--- config.mk ---
export PLATFORM = sky130hd
export DESIGN_NAME = prio_irq_ctrl
export DESIGN_NICKNAME = d
export VERILOG_FILES = /design/src/rtl/irqc_pkg.sv /design/src/rtl/irqc_cfg_regs.sv /design/src/rtl/irqc_req_cond.sv /design/src/rtl/irqc_arbiter.sv /design/src/rtl/prio_irq_ctrl.sv
export SDC_FILE = /design/constraint.sdc
export NUM_CORES = 1
export LEC_CHECK = 0
export BUFFER_PORTS_ARGS = -buffer_cell sky130_fd_sc_hd__buf_2
export CAP_MARGIN = 20
export CORE_ASPECT_RATIO = 1.75
export CORE_UTILIZATION = 50
export DETAILED_ROUTE_END_ITERATION = 8
export GPL_ROUTABILITY_DRIVEN = 0
export HOLD_SLACK_MARGIN = 0.02
export MAX_ROUTING_LAYER = met4
export PLACE_DENSITY = 0.71
export SETUP_SLACK_MARGIN = 0.1
export SLEW_MARGIN = 20
export SYNTH_ARGS = -nofsm -noshare
export SYNTH_HDL_FRONTEND = slang
export SYNTH_HIERARCHICAL = 1
export SYNTH_SLANG_ARGS = --single-unit
export TNS_END_PERCENT = 30
--- constraint.sdc ---
create_clock -name clk -period 12.11 [get_ports clk]
set_clock_uncertainty 0.1 [all_clocks]
set_input_delay 1.211 -clock clk [delete_from_list [all_inputs] [get_ports clk]]
set_output_delay 1.211 -clock clk [all_outputs]
set_load 0.01 [all_outputs]
--- src/rtl/irqc_pkg.sv ---
package irqc_pkg;
  localparam int LVL_W   = 3;
  localparam int PRI_W   = 3;
  localparam int NMI_LVL = 7;

  typedef logic [LVL_W-1:0] lvl_t;
  typedef logic [PRI_W-1:0] pri_t;

  // Maskable levels must strictly exceed the mask; the top level ignores it.
  function automatic logic lvl_eligible(lvl_t lvl, lvl_t mask);
    return (lvl == lvl_t'(NMI_LVL)) || ((lvl != '0) && (lvl > mask));
  endfunction

  // True when candidate a strictly outranks b (ties keep b, the lower index).
  function automatic logic outranks(lvl_t la, pri_t pa, lvl_t lb, pri_t pb);
    return (la > lb) || ((la == lb) && (pa > pb));
  endfunction
endpackage

--- src/rtl/irqc_cfg_regs.sv ---
module irqc_cfg_regs
  import irqc_pkg::*;
#(
  parameter int NSRC  = 8,
  parameter int VEC_W = 8,
  parameter int IDX_W = $clog2(NSRC)
) (
  input  logic                        clk,
  input  logic                        rst_n,
  input  logic                        wr_en,
  input  logic [IDX_W-1:0]            wr_idx,
  input  lvl_t                        wr_lvl,
  input  pri_t                        wr_pri,
  input  logic [VEC_W-1:0]            wr_vec,
  output lvl_t [NSRC-1:0]             lvl_o,
  output pri_t [NSRC-1:0]             pri_o,
  output logic [NSRC-1:0][VEC_W-1:0]  vec_o
);
  for (genvar i = 0; i < NSRC; i++) begin : g_slot
    logic hit;
    assign hit = wr_en && (wr_idx == IDX_W'(i));
    always_ff @(posedge clk or negedge rst_n) begin
      if (!rst_n) begin
        lvl_o[i] <= '0;
        pri_o[i] <= '0;
        vec_o[i] <= '0;
      end else if (hit) begin
        lvl_o[i] <= wr_lvl;
        pri_o[i] <= wr_pri;
        vec_o[i] <= wr_vec;
      end
    end
  end
endmodule

--- src/rtl/irqc_req_cond.sv ---
module irqc_req_cond
  import irqc_pkg::*;
#(
  parameter int NSRC = 8
) (
  input  logic             clk,
  input  logic             rst_n,
  input  logic [NSRC-1:0]  irq_req,
  input  lvl_t [NSRC-1:0]  lvl,
  input  logic [NSRC-1:0]  clr,
  output logic [NSRC-1:0]  active
);
  for (genvar i = 0; i < NSRC; i++) begin : g_src
    logic req_q, pend, nmi_src;
    assign nmi_src = (lvl[i] == lvl_t'(NMI_LVL));

    always_ff @(posedge clk or negedge rst_n) begin
      if (!rst_n) begin
        req_q <= 1'b0;
        pend  <= 1'b0;
      end else begin
        req_q <= irq_req[i];
        if (!nmi_src || clr[i])          pend <= 1'b0;
        else if (irq_req[i] && !req_q)   pend <= 1'b1;
      end
    end

    assign active[i] = nmi_src ? pend : ((lvl[i] != '0) && irq_req[i]);

    // a pending top-level request survives until its acknowledge
    a_r7_pend_held: assert property (@(posedge clk) disable iff (!rst_n)
      (pend && nmi_src && !clr[i] && $stable(lvl[i])) |=> pend);
  end
endmodule

--- src/rtl/irqc_arbiter.sv ---
module irqc_arbiter
  import irqc_pkg::*;
#(
  parameter int NSRC  = 8,
  parameter int IDX_W = $clog2(NSRC)
) (
  input  logic             clk,
  input  logic             rst_n,
  input  logic [NSRC-1:0]  cand,
  input  lvl_t [NSRC-1:0]  lvl,
  input  pri_t [NSRC-1:0]  pri,
  output logic             win_valid,
  output logic [IDX_W-1:0] win_idx,
  output lvl_t             win_lvl
);
  pri_t win_pri;

  always_comb begin
    win_valid = 1'b0;
    win_idx   = '0;
    win_lvl   = '0;
    win_pri   = '0;
    for (int i = 0; i < NSRC; i++) begin
      if (cand[i] && (!win_valid || outranks(lvl[i], pri[i], win_lvl, win_pri))) begin
        win_valid = 1'b1;
        win_idx   = IDX_W'(i);
        win_lvl   = lvl[i];
        win_pri   = pri[i];
      end
    end
  end

  // the chosen index must be one of the candidates
  a_r5_winner_is_cand: assert property (@(posedge clk) disable iff (!rst_n)
    win_valid |-> cand[win_idx]);
  // no winner only when nothing is requesting
  a_r10_none_when_idle: assert property (@(posedge clk) disable iff (!rst_n)
    !win_valid |-> (cand == '0));
endmodule

--- src/rtl/prio_irq_ctrl.sv ---
module prio_irq_ctrl
  import irqc_pkg::*;
#(
  parameter int NSRC     = 8,
  parameter int VEC_W    = 8,
  parameter int SPUR_VEC = 24,
  parameter int IDX_W    = $clog2(NSRC)
) (
  input  logic             clk,
  input  logic             rst_n,
  input  logic             cfg_we,
  input  logic [IDX_W-1:0] cfg_idx,
  input  logic [2:0]       cfg_level,
  input  logic [2:0]       cfg_prio,
  input  logic [VEC_W-1:0] cfg_vec,
  input  logic [NSRC-1:0]  irq_req,
  input  logic [2:0]       cpu_mask,
  input  logic             ack_valid,
  input  logic [2:0]       ack_level,
  output logic [2:0]       ipl_out,
  output logic             ack_strobe,
  output logic [VEC_W-1:0] ack_vec,
  output logic [NSRC-1:0]  ack_src
);
  lvl_t [NSRC-1:0]            src_lvl;
  pri_t [NSRC-1:0]            src_pri;
  logic [NSRC-1:0][VEC_W-1:0] src_vec;
  logic [NSRC-1:0]            active, elig, at_ack_lvl, ack_clr;
  logic                       pres_valid, svc_valid;
  logic [IDX_W-1:0]           pres_idx, svc_idx;
  lvl_t                       pres_lvl, svc_lvl;
  logic [NSRC-1:0]            svc_onehot;

  irqc_cfg_regs #(.NSRC(NSRC), .VEC_W(VEC_W), .IDX_W(IDX_W)) u_cfg (
    .clk(clk), .rst_n(rst_n), .wr_en(cfg_we), .wr_idx(cfg_idx),
    .wr_lvl(cfg_level), .wr_pri(cfg_prio), .wr_vec(cfg_vec),
    .lvl_o(src_lvl), .pri_o(src_pri), .vec_o(src_vec));

  irqc_req_cond #(.NSRC(NSRC)) u_cond (
    .clk(clk), .rst_n(rst_n), .irq_req(irq_req), .lvl(src_lvl),
    .clr(ack_clr), .active(active));

  for (genvar i = 0; i < NSRC; i++) begin : g_filt
    assign elig[i]       = active[i] && lvl_eligible(src_lvl[i], cpu_mask);
    assign at_ack_lvl[i] = active[i] && (src_lvl[i] == ack_level);
  end

  // Presentation arbiter: masked view of the requests
  irqc_arbiter #(.NSRC(NSRC), .IDX_W(IDX_W)) u_arb_pres (
    .clk(clk), .rst_n(rst_n), .cand(elig), .lvl(src_lvl), .pri(src_pri),
    .win_valid(pres_valid), .win_idx(pres_idx), .win_lvl(pres_lvl));

  // Service arbiter: the level named by the acknowledge
  irqc_arbiter #(.NSRC(NSRC), .IDX_W(IDX_W)) u_arb_svc (
    .clk(clk), .rst_n(rst_n), .cand(at_ack_lvl), .lvl(src_lvl), .pri(src_pri),
    .win_valid(svc_valid), .win_idx(svc_idx), .win_lvl(svc_lvl));

  assign svc_onehot = svc_valid ? (NSRC'(1) << svc_idx) : '0;
  assign ack_clr    = ack_valid ? svc_onehot : '0;

  always_ff @(posedge clk or negedge rst_n) begin
    if (!rst_n) begin
      ipl_out    <= '0;
      ack_strobe <= 1'b0;
      ack_vec    <= VEC_W'(SPUR_VEC);
      ack_src    <= '0;
    end else begin
      ipl_out    <= (ack_valid || !pres_valid) ? '0 : pres_lvl;
      ack_strobe <= ack_valid;
      ack_src    <= ack_clr;
      if (ack_valid)
        ack_vec  <= svc_valid ? src_vec[svc_idx] : VEC_W'(SPUR_VEC);
    end
  end

  // a maskable level on the output lay above the mask of the cycle before
  a_r3_above_mask: assert property (@(posedge clk) disable iff (!rst_n)
    (ipl_out != 3'd0 && ipl_out != 3'd7) |-> (ipl_out > $past(cpu_mask)));
  // a top-level winner reaches the output whatever the mask
  a_r2_nmi_passes: assert property (@(posedge clk) disable iff (!rst_n)
    (pres_valid && pres_lvl == 3'd7 && !ack_valid) |=> (ipl_out == 3'd7));
  // output blanked right after an acknowledge
  a_r9_blank_after_ack: assert property (@(posedge clk) disable iff (!rst_n)
    ack_valid |=> (ipl_out == 3'd0));
  // the serviced source sits at the acknowledged level, one at a time
  a_r8_svc_level: assert property (@(posedge clk) disable iff (!rst_n)
    svc_valid |-> (svc_lvl == ack_level));
  a_r8_src_onehot: assert property (@(posedge clk) disable iff (!rst_n)
    $onehot0(ack_src) && (ack_src == '0 || ack_strobe));
  // no serviced source means the spurious vector
  a_r10_spurious: assert property (@(posedge clk) disable iff (!rst_n)
    (ack_strobe && ack_src == '0) |-> (ack_vec == VEC_W'(SPUR_VEC)));
endmodule

**Yosys cells after proc, flatten, opt, wreduce, memory -nomap -nowiden**

Index checks and enable logic that the tools add are counted.

- Register bits after elaboration: 148
- Word-level logic and storage cells: 370
- Bits of input ports: 35
- Output and inout port bits: 20

- Shift-type cells: 1
- Equality and inequality tests: 37
- Reductions and logical operators: 169
- Multiplexer cells: 82
- Magnitude comparators: 37

Operator list:

| cell | number |
|---|---|
| 3-bit > comparator | 36 |
| 3-bit 2-to-1 mux | 34 |
| 1-bit logical AND | 76 |
| 3-bit == test | 22 |
| 1-bit logical OR | 45 |
| 1-bit 2-to-1 mux | 41 |
| 3-bit == test (second input constant) | 12 |
| 8-bit 2-to-1 mux | 4 |
| 1-bit zero test | 31 |
| 8-bit binary-select mux with 3-bit select | 1 |
| 3-bit nonzero test | 8 |
| 2-bit nonzero test | 8 |
| 1-bit by 3-bit left shift with 8-bit output (first input constant) | 1 |
| 3-bit by 2-bit == test with 1-bit output (second input constant) | 2 |
| 3-bit by 4-bit less-than comparator with 1-bit output (second input constant) | 1 |
| 2-bit 2-to-1 mux | 2 |
| 3-bit by 1-bit == test with 1-bit output (second input constant) | 1 |
| 3-bit zero test | 1 |

**Longest topological paths before layout**

- Word-level depth: 52
- Gate-level depth with buffers: 68
- Mapped depth without buffers: 61

**Modules after synthesis**

The synthesis kept the hierarchy.

By module, submodules not included:

| module | cells an instance | area each (um2) | times used | seq. area each (um2) |
|---|---|---|---|---|
| irqc_cfg_regs | 243 | 4,299.1 | 1 | 2,802.7 |
| prio_irq_ctrl | 269 | 2,239.6 | 1 | 503.0 |
| irqc_arbiter at u_arb_svc | 263 | 1,944.4 | 1 | 0.0 |
| irqc_arbiter at u_arb_pres | 257 | 1,850.5 | 1 | 0.0 |
| irqc_req_cond | 72 | 800.8 | 1 | 400.4 |

**Least setup slack after synthesis**

OpenSTA, ideal clock, no wires.

- Path type: input port to flip-flop
- Start: input port ack_level[2]
- End: register u_cond.g_src[0].pend
- Cell stages on the path: 63
- Slack: -0.871 ns
- Data arrival time: 12.752 ns
- Data required time: 11.880 ns
- Cell sequence: buf_2 > xor2_1 > nor3_1 > clkbuf_1 > and2_1 > inv_1 > ha_1 > nand3_1 > a211o_1 > a21bo_2 > a32oi_1 > ha_1 > a21oi_1 > a21boi_0 > a211oi_4 > nand2b_4 > buf_6 > o32ai_1 > (+27 left out) > nor3_1 > a211o_1 > buf_6 > o21ai_2 > o221ai_1 > ha_1 > nor2b_1 > o21a_1 > o21ai_0 > a41oi_1 > o21ai_2 > and2_1 > nand2b_1 > buf_2 > or2_2 > clkbuf_1 > nor3_1 > a211oi_1

- Cells in the longest elaborated chain, start to end: 50

RTL lines:

| element | RTL line | text |
|---|---|---|
| from (decl) | prio_irq_ctrl.sv:19 | `input logic [2:0] ack_level,` |
| 3-bit == test (*) | prio_irq_ctrl.sv:45 | `assign at_ack_lvl[i] = active[i] && (src_lvl[i] == ack_level);` |
| 1-bit logical AND (*) | prio_irq_ctrl.sv:45 |  |
| net at_ack_lvl[0] | prio_irq_ctrl.sv:28 | `logic [NSRC-1:0] active, elig, at_ack_lvl, ack_clr;` |
| 3-bit 2-to-1 mux | irqc_arbiter.sv:24 | `if (cand[i] && (!win_valid \|\| outranks(lvl[i], pri[i], win_lvl, win_pri))) begin` |
| 3-bit > comparator / 3-bit == test (equally long branches) | irqc_pkg.sv:16 | `return (la > lb) \|\| ((la == lb) && (pa > pb));` |
| 1-bit logical AND | irqc_pkg.sv:16 |  |
| 1-bit logical OR | irqc_pkg.sv:16 |  |
| 1-bit logical OR | irqc_arbiter.sv:24 |  |
| (+37 left out) | - |  |
| 3-bit 2-to-1 mux (*) | irqc_arbiter.sv:24 |  |
| net svc_idx[2] | prio_irq_ctrl.sv:30 | `logic [IDX_W-1:0] pres_idx, svc_idx;` |
| 1-bit by 3-bit left shift with 8-bit output (*) | prio_irq_ctrl.sv:58 | `assign svc_onehot = svc_valid ? (NSRC'(1) << svc_idx) : '0;` |
| 8-bit 2-to-1 mux (*) | prio_irq_ctrl.sv:58 |  |
| 8-bit 2-to-1 mux (*) | prio_irq_ctrl.sv:59 | `assign ack_clr = ack_valid ? svc_onehot : '0;` |
| net ack_clr[0] | prio_irq_ctrl.sv:28 |  |
| 1-bit logical OR (*) | irqc_req_cond.sv:23 | `if (!nmi_src \|\| clr[i]) pend <= 1'b0;` |
| 1-bit 2-to-1 mux / 2-bit nonzero test (equally long branches) | - |  |
| to (signal assigned) | irqc_req_cond.sv:20 | `pend <= 1'b0;` |
| to (signal assigned) | irqc_req_cond.sv:23 |  |
| to (signal assigned) | irqc_req_cond.sv:24 | `else if (irq_req[i] && !req_q) pend <= 1'b1;` |
| to (decl) | irqc_req_cond.sv:14 | `logic req_q, pend, nmi_src;` |

Mark *: on every way through the listed nets, which the timed path passes. The rest lies on a longest branch.
A chain may end at the register's enable or synchronous reset.

**Worst setup path after layout**

- Start: input port irq_req[0]
- End: register ack_vec[7]

- Cells in the longest elaborated chain, start to end: 49

RTL lines:

| element | RTL line | text |
|---|---|---|
| from (decl) | prio_irq_ctrl.sv:16 | `input logic [NSRC-1:0] irq_req,` |
| 1-bit logical AND (*) | irqc_req_cond.sv:28 | `assign active[i] = nmi_src ? pend : ((lvl[i] != '0) && irq_req[i]);` |
| 1-bit 2-to-1 mux (*) | irqc_req_cond.sv:28 |  |
| net active[0] | prio_irq_ctrl.sv:28 |  |
| 1-bit logical AND (*) | prio_irq_ctrl.sv:45 |  |
| net at_ack_lvl[0] | prio_irq_ctrl.sv:28 |  |
| 3-bit 2-to-1 mux | irqc_arbiter.sv:24 |  |
| 3-bit > comparator / 3-bit == test (equally long branches) | irqc_pkg.sv:16 |  |
| 1-bit logical AND | irqc_pkg.sv:16 |  |
| (+36 left out) | - |  |
| 1-bit logical OR | irqc_pkg.sv:16 |  |
| 1-bit logical OR | irqc_arbiter.sv:24 |  |
| 1-bit logical AND | irqc_arbiter.sv:24 |  |
| 3-bit 2-to-1 mux (*) | irqc_arbiter.sv:24 |  |
| net svc_idx[0] | prio_irq_ctrl.sv:30 |  |
| 8-bit binary-select mux with 3-bit select (*) | prio_irq_ctrl.sv:72 | `ack_vec <= svc_valid ? src_vec[svc_idx] : VEC_W'(SPUR_VEC);` |
| 8-bit 2-to-1 mux (not written as such) (*) | prio_irq_ctrl.sv:72 |  |
| 8-bit 2-to-1 mux (*) | prio_irq_ctrl.sv:72 |  |
| to (signal assigned) | prio_irq_ctrl.sv:65 | `ack_vec <= VEC_W'(SPUR_VEC);` |
| to (signal assigned) | prio_irq_ctrl.sv:72 |  |
| to (decl) | prio_irq_ctrl.sv:22 | `output logic [VEC_W-1:0] ack_vec,` |

Mark *: on every way through the listed nets, which the timed path passes. The rest lies on a longest branch. The select of a mux whose other input is x is not followed.

==> reports/qor.yml <==
run_status:
  status: "finished, final reports clean"
sta:
  timing.final.crit_period_ns: 12.07
  setup_tns_ns: 0
  slew_headroom_pct: 25.86
  worst_pin_slew_ns: 1.106
  finalMaxSlewViolations: 0
  fmax_mhz: 82.83
  holdWs_ns: 0.3879
  setup-violations-final: 0
  rsz0062_at_grt: "yes"
  final-hold-violation-count: 0
  finalCritPeriodShare_pct: 99.69
setup_path:
  arrival_ns: 12.26
  cp-end-kind: "flip-flop"
  critPathBufInv: 11
  endpoint: "ack_vec[7]"
  r2r_setup_slack_ns: 0.16
  reg2reg_from: "u_cfg/lvl_o[1]"
  crit_path_top_delay_cell: "o32ai_4"
  cp.depth: 65
  timing.rr.end: "ack_vec[7]"
  worstPathRequired_ns: 12.30
  path_max_fanout: 10
  cpLargestDelayFamily: "compound AO/OA/AOI/OAI gates"
  critPathKind: "in -> reg"
  cpPeakStageDelay_ns: 0.35
  startpoint: "irq_req[0]"
  reg2regPathDepth: 64
  startpoint_type: "primary input"
clock_tree:
  cts_tree: "yes"
  cts-htree-levels: 4
  cts_sinks: 148
  clkLatencyLatePin_ns: 0.43
  cts_hold_buf: 0
  cts-root-buf: "clkbuf_16"
  clock_path_buffers: 2
  cts_made_buffers: 17
  clk_pin_slew_ns: 0.06
place:
  portBuffers: 54
  dp_cells: 1551
  dpl-instance-area_mm2: 0.01271
  post-dp-hpwl_um: 22920
die:
  die_x_um: 114.4
  rows: 71
  core-area_mm2: 0.02159
  initial_utilization_pct: 51.18
  die_area_mm2: 0.02272
  fp.dieH_um: 198.6
  boundaryPins: 55
global_routing:
  grt_max_degree: 97
  antenna_found_initial: 0
  grt_usage_pct: 28.36
  use_met2_pct: 51.74
  overflow: 0
  grt_pass1_wl_um: 47270
  gr-usage-met3_pct: 3.473
  grt-busiest-layer: "met2"
  grt_use_met1_pct: 28.56
  grt_pass1_vias: 9242
yosys:
  ys_warn_count: 6
  syn-num-nets: 1232
  synth.cell_area_mm2: 0.01105
  syn_avg_cell_area_um2: 10.15
  syn_inst: 1089
cells_and_area:
  nNetsFinal: 1463
  num_antenna_cells: 0
  final_cells: 1625
  fin_area_mm2: 0.01483
  drive_gt1_share_pct: 45.76
  area_growth_pct: 34.27
power:
  p_per_area_mw_per_mm2: 220.5
  totalPowerFinal_w: 0.003270
  leakage_nw: 6.533
  ir_drop_v: 0.0001868
hold_path:
  hold_path.startpoint: "ack_vec[4]"
  hold_class: "reg -> reg"
flow_run:
  max_cap_viol_count: 0
detailed_routing:
  wl_um: 33230
  drt_drc_violations_left: 0
  wl_per_cell_um: 20.45
  ant_nets: 0
  dr_total_vias: 9711
  vias_per_cell: 5.976
  dr.pass1.iters: 5
  drt-initial-drc-count: 489
==> worst reg2reg max path: cells and delay by family, from the launching register on <==
kind	cells	cell delay, ns
AO/OA/AOI/OAI	31	5.72
AND/OR/NAND/NOR	16	2.25
adder cells (fa/ha/maj)	7	1.77
buffers and inverters	10	1.35
flip-flops	1	0.64
==> stage by stage <==
step	util [%]	setup slack, ns
after floorplan	-	0.09205
after global placement	58.81	-0.4244
after detailed placement	58.86	-0.5024
after CTS	61.85	0.08719
after global routing	68.72	-0.3202
final	68.72	0.03734
==> per-layer routing <==
metal | share of wire [%] | routed length, um
met1 | 36 | 11830
met3 | 3.8 | 1272
met4 | 7.2 | 2386
met5 | 0 | 0
met2 | 53 | 17730
==> layout make-up <==
cell class | instances | area [um^2]
Tap cell | 292 | 365.4
Multi-Input combinational cell | 823 | 7985
Sequential cell | 148 | 3706
Inverter | 85 | 322.8
Timing Repair Buffer | 245 | 1853
Clock buffer | 20 | 446.7
Fill cell | 1477 | 6753
Clock inverter | 12 | 155.1
==> cells in the final DEF (no fill, tap or decap), types with 7 or more instances in the layout <==
| master | count |
|---|---|
| mux2_2 | 105 |
| nand2_1 | 60 |
| dfrtp_1 | 146 |
| xor2_1 | 16 |
| nand3_1 | 27 |
| buf_2 | 52 |
| o21ai_2 | 17 |
| ha_1 | 79 |
| a21oi_1 | 13 |
| a21o_2 | 8 |
| a211oi_2 | 7 |
| a221o_1 | 8 |
| buf_4 | 170 |
| clkbuf_16 | 19 |
| xnor2_1 | 8 |
| inv_1 | 80 |
| and3_1 | 9 |
| o21ai_1 | 17 |
| a211oi_1 | 12 |
| nor3_1 | 17 |
| o21ai_0 | 35 |
| mux2_4 | 14 |
| a31oi_1 | 8 |
| nand2_2 | 11 |
| o21a_1 | 20 |
| and2_1 | 9 |
| a21o_1 | 11 |
| nor2b_1 | 20 |
| nand2b_1 | 12 |
| nand3b_1 | 12 |
| buf_6 | 17 |
| nor2_1 | 29 |
| mux2i_1 | 28 |
| o221a_1 | 8 |
| ha_4 | 28 |
| a21oi_2 | 10 |
==> state kept, by name, summed over array words and instances, names as in the netlist, 3 cells and up <==
signal,cells
ack_src,8
ack_vec,8
ipl_out,3
u_cfg/lvl_o,24
u_cfg/pri_o,24
u_cfg/vec_o,64
u_cond/g_src.pend,8
u_cond/g_src.req_q,8
==> power breakdown <==
| part | internal (W) | switching [W] |
|---|---|---|
| clock | 0.000330 | 0.000211 |
| combinational | 0.00104 | 0.000953 |
| sequential | 0.000596 | 0.000142 |
| total | 0.00196 | 0.00131 |
==> timing repair <==
action,in CTS,in global routing
gates cloned,0,3
endpoints found under the setup margin,9,27
setup buffers,1,38
gates resized for setup,9,215
endpoints found under the hold margin,0,0
pin swaps,1,109
==> worst min-delay path by stage <==
stage,endpoint,slack [ns],cells past startpoint
CTS,ack_vec[4],0.39,2
global placement,ack_vec[4],0.38,2
floorplan,u_cfg/vec_o[51],0.37,1
global route,u_cfg/vec_o[49],0.41,1
finish,ack_vec[4],0.39,2
detailed placement,ack_vec[4],0.38,2
Note: power is estimated with default switching activity, not from simulation.
